==> config.mk <==
export PLATFORM = sky130hd
export DESIGN_NAME = pcm_frame_port
export DESIGN_NICKNAME = d
export VERILOG_FILES = /design/src/rtl/fpp_pkg.sv /design/src/rtl/fpp_serializer.sv /design/src/rtl/fpp_deserializer.sv /design/src/rtl/fpp_sequencer.sv /design/src/rtl/pcm_frame_port.sv
export SDC_FILE = /design/constraint.sdc
export NUM_CORES = 1
export LEC_CHECK = 0
export CELL_PAD_IN_SITES_DETAIL_PLACEMENT = 1
export CELL_PAD_IN_SITES_GLOBAL_PLACEMENT = 2
export CORE_ASPECT_RATIO = 0.5
export CORE_MARGIN = 8
export CORE_UTILIZATION = 30
export CTS_CLUSTER_SIZE = 12
export DETAILED_ROUTE_END_ITERATION = 10
export PLACE_DENSITY = 0.72
export SLEW_MARGIN = 20
export SYNTH_ARGS = -nofsm -noshare
export SYNTH_HDL_FRONTEND = slang
export SYNTH_SLANG_ARGS = --single-unit
==> constraint.sdc <==
create_clock -name clk -period 1.9 [get_ports clk]
set_clock_uncertainty 0.1 [all_clocks]
set_input_delay 0.285 -clock clk [delete_from_list [all_inputs] [get_ports clk]]
set_output_delay 0.285 -clock clk [all_outputs]
set_load 0.005 [all_outputs]
==> src/rtl/fpp_pkg.sv <==
package fpp_pkg;

    // Sequencer states of the framed serial port.
    typedef enum logic [1:0] {
        ST_IDLE = 2'd0,   // waiting for the strobe to be sampled low
        ST_PCM  = 2'd1,   // PCM transfer window in progress
        ST_CTL  = 2'd2,   // control-word load window in progress
        ST_HOLD = 2'd3    // window over, waiting for the strobe to go high
    } port_state_t;

endpackage

==> src/rtl/fpp_serializer.sv <==
// Parallel-in, serial-out register, MSB first, advanced on rising edges.
module fpp_serializer #(
    parameter int WORD_W = 8
) (
    input  logic              clk,
    input  logic              rst_n,
    input  logic              load,
    input  logic              shift,
    input  logic [WORD_W-1:0] par_in,
    output logic              ser_out
);

    logic [WORD_W-1:0] sh_q;

    always_ff @(posedge clk or negedge rst_n) begin
        if (!rst_n) begin
            sh_q <= '0;
        end else if (load) begin
            sh_q <= par_in;                       // snapshot at window start
        end else if (shift) begin
            sh_q <= {sh_q[WORD_W-2:0], 1'b0};
        end
    end

    assign ser_out = sh_q[WORD_W-1];

endmodule

==> src/rtl/fpp_deserializer.sv <==
// Serial-in, parallel-out register. The serial line is sampled on falling
// edges; the sampled bit is folded in on the following rising edge. The
// parallel word only changes on commit, which also folds in the last bit.
module fpp_deserializer #(
    parameter int WORD_W = 8
) (
    input  logic              clk,
    input  logic              rst_n,
    input  logic              ser_in,
    input  logic              shift,
    input  logic              commit,
    output logic [WORD_W-1:0] par_out
);

    localparam int SH_W = WORD_W - 1;

    logic            smp_q;
    logic [SH_W-1:0] sh_q;

    // Falling-edge capture of the serial line.
    always_ff @(negedge clk or negedge rst_n) begin
        if (!rst_n) begin
            smp_q <= 1'b0;
        end else begin
            smp_q <= ser_in;
        end
    end

    always_ff @(posedge clk or negedge rst_n) begin
        if (!rst_n) begin
            sh_q    <= '0;
            par_out <= '0;
        end else begin
            if (shift) begin
                sh_q <= {sh_q[SH_W-2:0], smp_q};
            end
            if (commit) begin
                par_out <= {sh_q, smp_q};
            end
        end
    end

endmodule

==> src/rtl/fpp_sequencer.sv <==
// Window sequencer: decides when a PCM or control window opens, advances,
// completes or aborts.
module fpp_sequencer
    import fpp_pkg::*;
#(
    parameter int WORD_W = 8
) (
    input  logic clk,
    input  logic rst_n,
    input  logic frame_n,
    input  logic ctl_mode,
    output logic tx_load,
    output logic tx_shift,
    output logic pcm_shift,
    output logic pcm_commit,
    output logic ctl_shift,
    output logic ctl_commit,
    output logic tx_oe,
    output logic rx_done
);

    localparam int CNT_W = (WORD_W > 2) ? $clog2(WORD_W) : 1;
    localparam logic [CNT_W-1:0] LAST_BIT = CNT_W'(WORD_W - 1);

    port_state_t      state_q, state_d;
    logic [CNT_W-1:0] cnt_q, cnt_d;
    logic             last_bit;
    port_state_t      after_window;

    assign last_bit     = (cnt_q == LAST_BIT);
    assign after_window = frame_n ? ST_IDLE : ST_HOLD;

    // Next-state and strobe decode.
    always_comb begin
        state_d    = state_q;
        cnt_d      = cnt_q;
        tx_load    = 1'b0;
        tx_shift   = 1'b0;
        pcm_shift  = 1'b0;
        pcm_commit = 1'b0;
        ctl_shift  = 1'b0;
        ctl_commit = 1'b0;
        unique case (state_q)
            ST_IDLE: begin
                if (!frame_n) begin
                    cnt_d = '0;
                    if (ctl_mode) begin
                        state_d = ST_CTL;
                    end else begin
                        state_d = ST_PCM;
                        tx_load = 1'b1;
                    end
                end
            end
            ST_PCM: begin
                if (last_bit) begin
                    pcm_commit = 1'b1;
                    state_d    = after_window;
                end else if (frame_n || ctl_mode) begin
                    state_d    = after_window;   // abort, partial byte dropped
                end else begin
                    pcm_shift  = 1'b1;
                    tx_shift   = 1'b1;
                    cnt_d      = cnt_q + 1'b1;
                end
            end
            ST_CTL: begin
                if (last_bit) begin
                    ctl_commit = 1'b1;
                    state_d    = after_window;
                end else if (frame_n || !ctl_mode) begin
                    state_d    = after_window;   // abort, register kept
                end else begin
                    ctl_shift  = 1'b1;
                    cnt_d      = cnt_q + 1'b1;
                end
            end
            ST_HOLD: begin
                if (frame_n) begin
                    state_d = ST_IDLE;
                end
            end
            default: state_d = ST_IDLE;
        endcase
    end

    // State register.
    always_ff @(posedge clk or negedge rst_n) begin
        if (!rst_n) begin
            state_q <= ST_IDLE;
            cnt_q   <= '0;
        end else begin
            state_q <= state_d;
            cnt_q   <= cnt_d;
        end
    end

    // Registered outputs.
    always_ff @(posedge clk or negedge rst_n) begin
        if (!rst_n) begin
            tx_oe   <= 1'b0;
            rx_done <= 1'b0;
        end else begin
            tx_oe   <= (state_d == ST_PCM);
            rx_done <= pcm_commit;
        end
    end

endmodule

==> src/rtl/pcm_frame_port.sv <==
module pcm_frame_port #(
    parameter int WORD_W = 8
) (
    input  logic              clk,
    input  logic              rst_n,
    input  logic              frame_n,
    input  logic              ctl_mode,
    input  logic              pcm_rx_in,
    output logic              pcm_tx_out,
    output logic              pcm_tx_oe,
    input  logic              ctl_ser_in,
    input  logic [WORD_W-1:0] enc_word,
    output logic [WORD_W-1:0] dec_word,
    output logic              dec_valid,
    output logic [WORD_W-1:0] ctl_word
);

    logic tx_load, tx_shift, pcm_shift, pcm_commit, ctl_shift, ctl_commit;
    logic tx_bit;

    fpp_sequencer #(.WORD_W(WORD_W)) i_seq (
        .clk        (clk),
        .rst_n      (rst_n),
        .frame_n    (frame_n),
        .ctl_mode   (ctl_mode),
        .tx_load    (tx_load),
        .tx_shift   (tx_shift),
        .pcm_shift  (pcm_shift),
        .pcm_commit (pcm_commit),
        .ctl_shift  (ctl_shift),
        .ctl_commit (ctl_commit),
        .tx_oe      (pcm_tx_oe),
        .rx_done    (dec_valid)
    );

    fpp_serializer #(.WORD_W(WORD_W)) i_tx (
        .clk     (clk),
        .rst_n   (rst_n),
        .load    (tx_load),
        .shift   (tx_shift),
        .par_in  (enc_word),
        .ser_out (tx_bit)
    );

    fpp_deserializer #(.WORD_W(WORD_W)) i_rx (
        .clk     (clk),
        .rst_n   (rst_n),
        .ser_in  (pcm_rx_in),
        .shift   (pcm_shift),
        .commit  (pcm_commit),
        .par_out (dec_word)
    );

    fpp_deserializer #(.WORD_W(WORD_W)) i_ctl (
        .clk     (clk),
        .rst_n   (rst_n),
        .ser_in  (ctl_ser_in),
        .shift   (ctl_shift),
        .commit  (ctl_commit),
        .par_out (ctl_word)
    );

    assign pcm_tx_out = pcm_tx_oe & tx_bit;

endmodule

=== Yosys cells after proc, flatten, opt, wreduce, memory -nomap -nowiden ===
Index checks and enable logic that the tools add are counted.
Widths: inputs -> output; s select.

* Register bits after elaboration: 47
* Logic and storage cells: 59

* Equal/unequal tests: 10
* Mux-type cells: 29
* $add $sub $neg: 1
* Reductions and logical operators: 7
* Bitwise logic cells: 1

{| class="wikitable"
|+ Operators by type and width
! kind !! count
|-
| $mux 2 || 8
|-
| $mux 8 || 2
|-
| $mux 3 || 5
|-
| $mux 1 || 12
|-
| $ne 2x2->1 const B || 5
|-
| $pmux 3 s3 || 1
|-
| $pmux 2 s4 || 1
|-
| $reduce_and 6->1 || 1
|-
| $eq 2x1->1 const B || 2
|-
| $eq 2x2->1 const B || 2
|-
| $add 3x1->3 const B || 1
|-
| $eq 3x3->1 const B || 1
|-
| $reduce_bool 3->1 || 1
|-
| $logic_not 2->1 || 1
|-
| $logic_or 1x1->1 || 2
|-
| $reduce_bool 2->1 || 1
|-
| $and 1x1->1 || 1
|-
| $logic_not 1->1 || 1
|}

=== Depth between registers and ports, before layout ===
* Depth in word-level cells: 6
* Mapped depth: 7

=== Cells and area by module ===
Synthesis repeated with hierarchy kept, for this count alone.

* Cell total of the unflattened synthesis: 154
* Area total of the unflattened synthesis: 2,185.8 sq um

{| class="wikitable"
|+ Modules (own cells, without submodules)
! module !! times used !! cells each !! sequential area each (sq um) !! area an instance (sq um)
|-
| fpp_deserializer || 2 || 33 || 400.4 || 648.1
|-
| fpp_sequencer || 1 || 53 || 175.2 || 514.2
|-
| fpp_serializer || 1 || 34 || 200.2 || 369.1
|-
| pcm_frame_port || 1 || 1 || 0.0 || 6.3
|}

==> parameters.txt <==
Parameter                              Value

Cells and area
  Utilization after layout ... 0.423
  Share of cells above drive strength 1 ... 0.337
  Number of nets at the end of the flow ... 226
  Total inserted antenna cells ... 0
  Post-route cell area ... 0.00284 mm^2
  Area growth syn-to-layout ... 35.2%

Timing
  Number of endpoints with negative hold slack in the final report ... 0
  Maximum clock frequency ... 544 MHz
  Portion of the clock cycle consumed by the worst path in the final layout ... 0.967
  Rel. slew slack ... 0.739
  Max-slew violation count ... 0
  Tightest Pin Transition ... 0.392 ns
  Post-layout min period ... 1.84 ns
  Total of endpoints with negative setup slack in the final report ... 0
  RSZ-0062 raised after global routing ... yes
  Final worst hold slack ... 0.403 ns

Global routing
  Global route overflow ... 0
  Number of antenna violations at the first check in global routing ... 0
  Wire length of the first global-routing pass ... 7510 um
  Total GRT Usage ... 0.0950
  Number of global-route vias before repair ... 1519
  Maximum number of pins on one net before global-route repair ... 32

Logic synthesis
  Average cell area after synthesis ... 13.7 um^2
  Synth Flop Type ... sky130_fd_sc_hd__dfrtp_1
  Part of the Yosys area used for sequential elements ... 0.559
  Share of the synthesized area in the top cell type ... 0.535
  Unique masters post-synth ... 32
  Post-synthesis async set-or-reset flop share ... 1.00
  Count of flip-flops with a built-in enable after synthesis ... 0
  Syn nets ... 176
  Warnings, synthesis ... 0
  Library cell with the largest summed area after synthesis ... sky130_fd_sc_hd__dfrtp_1
  Area of the mapped netlist ... 0.00210 mm^2
  Number of flip-flops and latches in the synthesized netlist ... 47
  Area contributors post-synth ... sky130_fd_sc_hd__dfrtp_1, sky130_fd_sc_hd__mux2_2, sky130_fd_sc_hd__ha_1
  Post-Synthesis Cells ... 154

Critical path
  Cell family with most CP delay ... flip-flops
  Number of cells on the critical path ... 6
  Number of buffers and inverters on the critical path ... 2
  Worst path cell trace ... ha_2 -> ha_4 -> buf_4 -> nor3b_4 -> buf_4 -> mux2_2
  Most frequent CP cell ... sky130_fd_sc_hd__buf_4
  Crit path capture type ... register
  Data required time of the worst path ... 1.97 ns
  Highest cell delay on the worst timing path ... 0.41 ns
  Worst r2r path cells ... 6
  Classification of the worst setup path ... reg2reg
  Maximum fanout along the worst path ... 7
  Data arrival time of the worst path ... 1.91 ns
  Cell with the biggest individual delay on the critical path ... sky130_fd_sc_hd__dfrtp_1
  Kind of launch point of the worst setup path ... register

Floorplan
  Total I/O pin count ... 33
  Core Rows ... 21
  Die Footprint ... 0.0101 mm^2
  Floorplan die width ... 134 um
  Core Footprint ... 0.00673 mm^2
  Initial Utilization ... 0.313
  Height of the die ... 75.2 um

Power
  IR drop worst, VDD ... 0.411 mV
  Switching power ... 1.04 mW
  P_leak ... 1.30 nW
  Part of the power in the clock network ... 0.291
  Power Total ... 3.58 mW
  Part of the total power dissipated in sequential elements ... 0.403
  Power per standard cell area ... 1260 mW/mm^2
  Power Internal ... 2.53 mW
  Combinational fraction of design power ... 0.306
  Switching fraction of total power ... 0.292

Place
  PortBufs ... 32
  Post-detailed-placement half-perimeter wirelength ... 3170 um
  Last weighted congestion value of the routability-driven placer ... 0.762
  Area post-placement ... 0.00264 mm^2

CTS
  Clk_lat worst skew ... 0.31 ns
  Clock root buffer ... sky130_fd_sc_hd__clkbuf_16
  Clock H-tree levels ... 2
  Clock buffers created by TritonCTS ... 5
  Clock tree from TritonCTS ... built
  Maximum number of buffers from clock root to sink ... 2
  Clock input transition at the sequential cells of the worst setup and hold paths ... 0.06 ns
  Clock Sink Count ... 47

Routing
  Post-route ant nets ... 0
  Number of iterations in the first detailed-routing pass ... 4
  Metal3 WL ... 215 um
  Routed wl met2 ... 2210 um
  Highest metal layer with signal wires ... met4
  Routed via count ... 1361
  Detail-routed net length per standard cell ... 15.0 um
  Routed met1 length ... 1950 um
  Via density per instance ... 4.58
  Violation count after the first detailed-route iteration ... 74
  Total DRC errors in the routed layout ... 0
  Routed wire length ... 4460 um

Hold path
  Hold WC Path Type ... reg2reg
  Hold Path Cell Cnt ... 1

Run
  Maxcap violations ... 0

Outcome
  Status ... completed
## cells by family after synthesis
kind of cell,count (synthesis),share of synthesized area
flops,47,0.559
mux,40,0.211
simple gates,28,0.0827
compound gates,19,0.0654
buf+inv,12,0.0345
fa+ha+maj,8,0.0476
## synth_stat cells, types with 2 or more instances
master,instances
sky130_fd_sc_hd__dfrtp_1,45
sky130_fd_sc_hd__nor2_1,4
sky130_fd_sc_hd__o21ai_2,4
sky130_fd_sc_hd__inv_1,7
sky130_fd_sc_hd__o21ai_1,4
sky130_fd_sc_hd__ha_1,8
sky130_fd_sc_hd__a31oi_1,2
sky130_fd_sc_hd__buf_6,3
sky130_fd_sc_hd__nand2_1,14
sky130_fd_sc_hd__mux2_2,30
sky130_fd_sc_hd__dfrtn_1,2
sky130_fd_sc_hd__a21oi_1,2
sky130_fd_sc_hd__mux2i_1,9
sky130_fd_sc_hd__o311ai_0,2
## cell type report
| cell class | count | area (um^2) |
|---|---|---|
| well taps | 92 | 115 |
| multi-input cells | 95 | 890 |
| flip-flops and latches | 47 | 1180 |
| inverters | 7 | 26.3 |
| clock buffers | 6 | 139 |
| fillers | 720 | 3880 |
| repair buffers | 48 | 458 |
| clock inverters | 2 | 38.8 |
## metal layers
metal  up-vias  track usage
li1        641            -
met4         0       0.0481
met5         -            0
met3         9       0.0340
met2        23        0.163
met1       688        0.105
## metrics by stage
step,worst slack [ns],std cells,setup TNS [ns]
3_5_place_dp,-0.0869,288,-0.847
2_1_floorplan,-0.0828,154,-0.486
6_report,0.0624,297,0
3_3_place_gp,-0.0475,288,-0.375
5_1_grt,-0.0331,297,-0.0758
4_1_cts,0.0181,297,0
## power by group through the flow
stage	sequential [mW]	combinational (mW)	clock, mW
4_1_cts	1.45	1.09	1.07
6_report	1.44	1.09	1.04
3_3_place_gp	1.45	1.03	0
2_1_floorplan	1.42	0.692	0
3_5_place_dp	1.46	1.07	0
5_1_grt	1.49	1.21	1.11
## path summary, 6_finish.rpt
kind	start	to	slack [ns]
min	i_ctl.sh_q[6]	i_ctl.sh_q[6]	0.40
min reg2reg	i_ctl.sh_q[6]	i_ctl.sh_q[6]	0.40
max	i_seq.cnt_q[0]	i_ctl.sh_q[3]	0.06
min in group asynchronous	rst_n	i_tx.sh_q[0]	0.46
max in group asynchronous	rst_n	i_rx.smp_q	0.48
max reg2reg	i_seq.cnt_q[0]	i_ctl.sh_q[3]	0.06
## cells in the final DEF (no fill, tap or decap), types with 2 or more instances in the layout
cell type,count
sky130_fd_sc_hd__buf_4,12
sky130_fd_sc_hd__ha_2,2
sky130_fd_sc_hd__mux2_2,28
sky130_fd_sc_hd__buf_6,2
sky130_fd_sc_hd__nor2_1,4
sky130_fd_sc_hd__dfrtn_1,2
sky130_fd_sc_hd__mux2_4,3
sky130_fd_sc_hd__a31oi_1,2
sky130_fd_sc_hd__inv_1,7
sky130_fd_sc_hd__clkbuf_16,5
sky130_fd_sc_hd__ha_1,5
sky130_fd_sc_hd__clkdlybuf4s50_1,31
sky130_fd_sc_hd__o21ai_2,4
sky130_fd_sc_hd__nand2_1,13
sky130_fd_sc_hd__o21ai_1,4
sky130_fd_sc_hd__mux2i_1,9
sky130_fd_sc_hd__o311ai_0,2
sky130_fd_sc_hd__dfrtp_1,45
## state kept, by name (all words and copies together) (netlist names), 2 cells and up
name           cells
i_seq.cnt_q        3
i_rx.par_out       8
i_ctl.sh_q         7
i_tx.sh_q          8
i_seq.state_q      2
i_ctl.par_out      8
i_rx.sh_q          7
## what timing repair did
| item | in CTS | in global routing |
|---|---|---|
| setup endpoints to repair | 0 | 24 |
| hold endpoints to repair | 14 | 0 |
| hold buffers | 1 | 0 |
| setup buffers | 0 | 0 |
| resized for setup | 0 | 6 |
No activity file was read; power rests on OpenSTA's default activity.
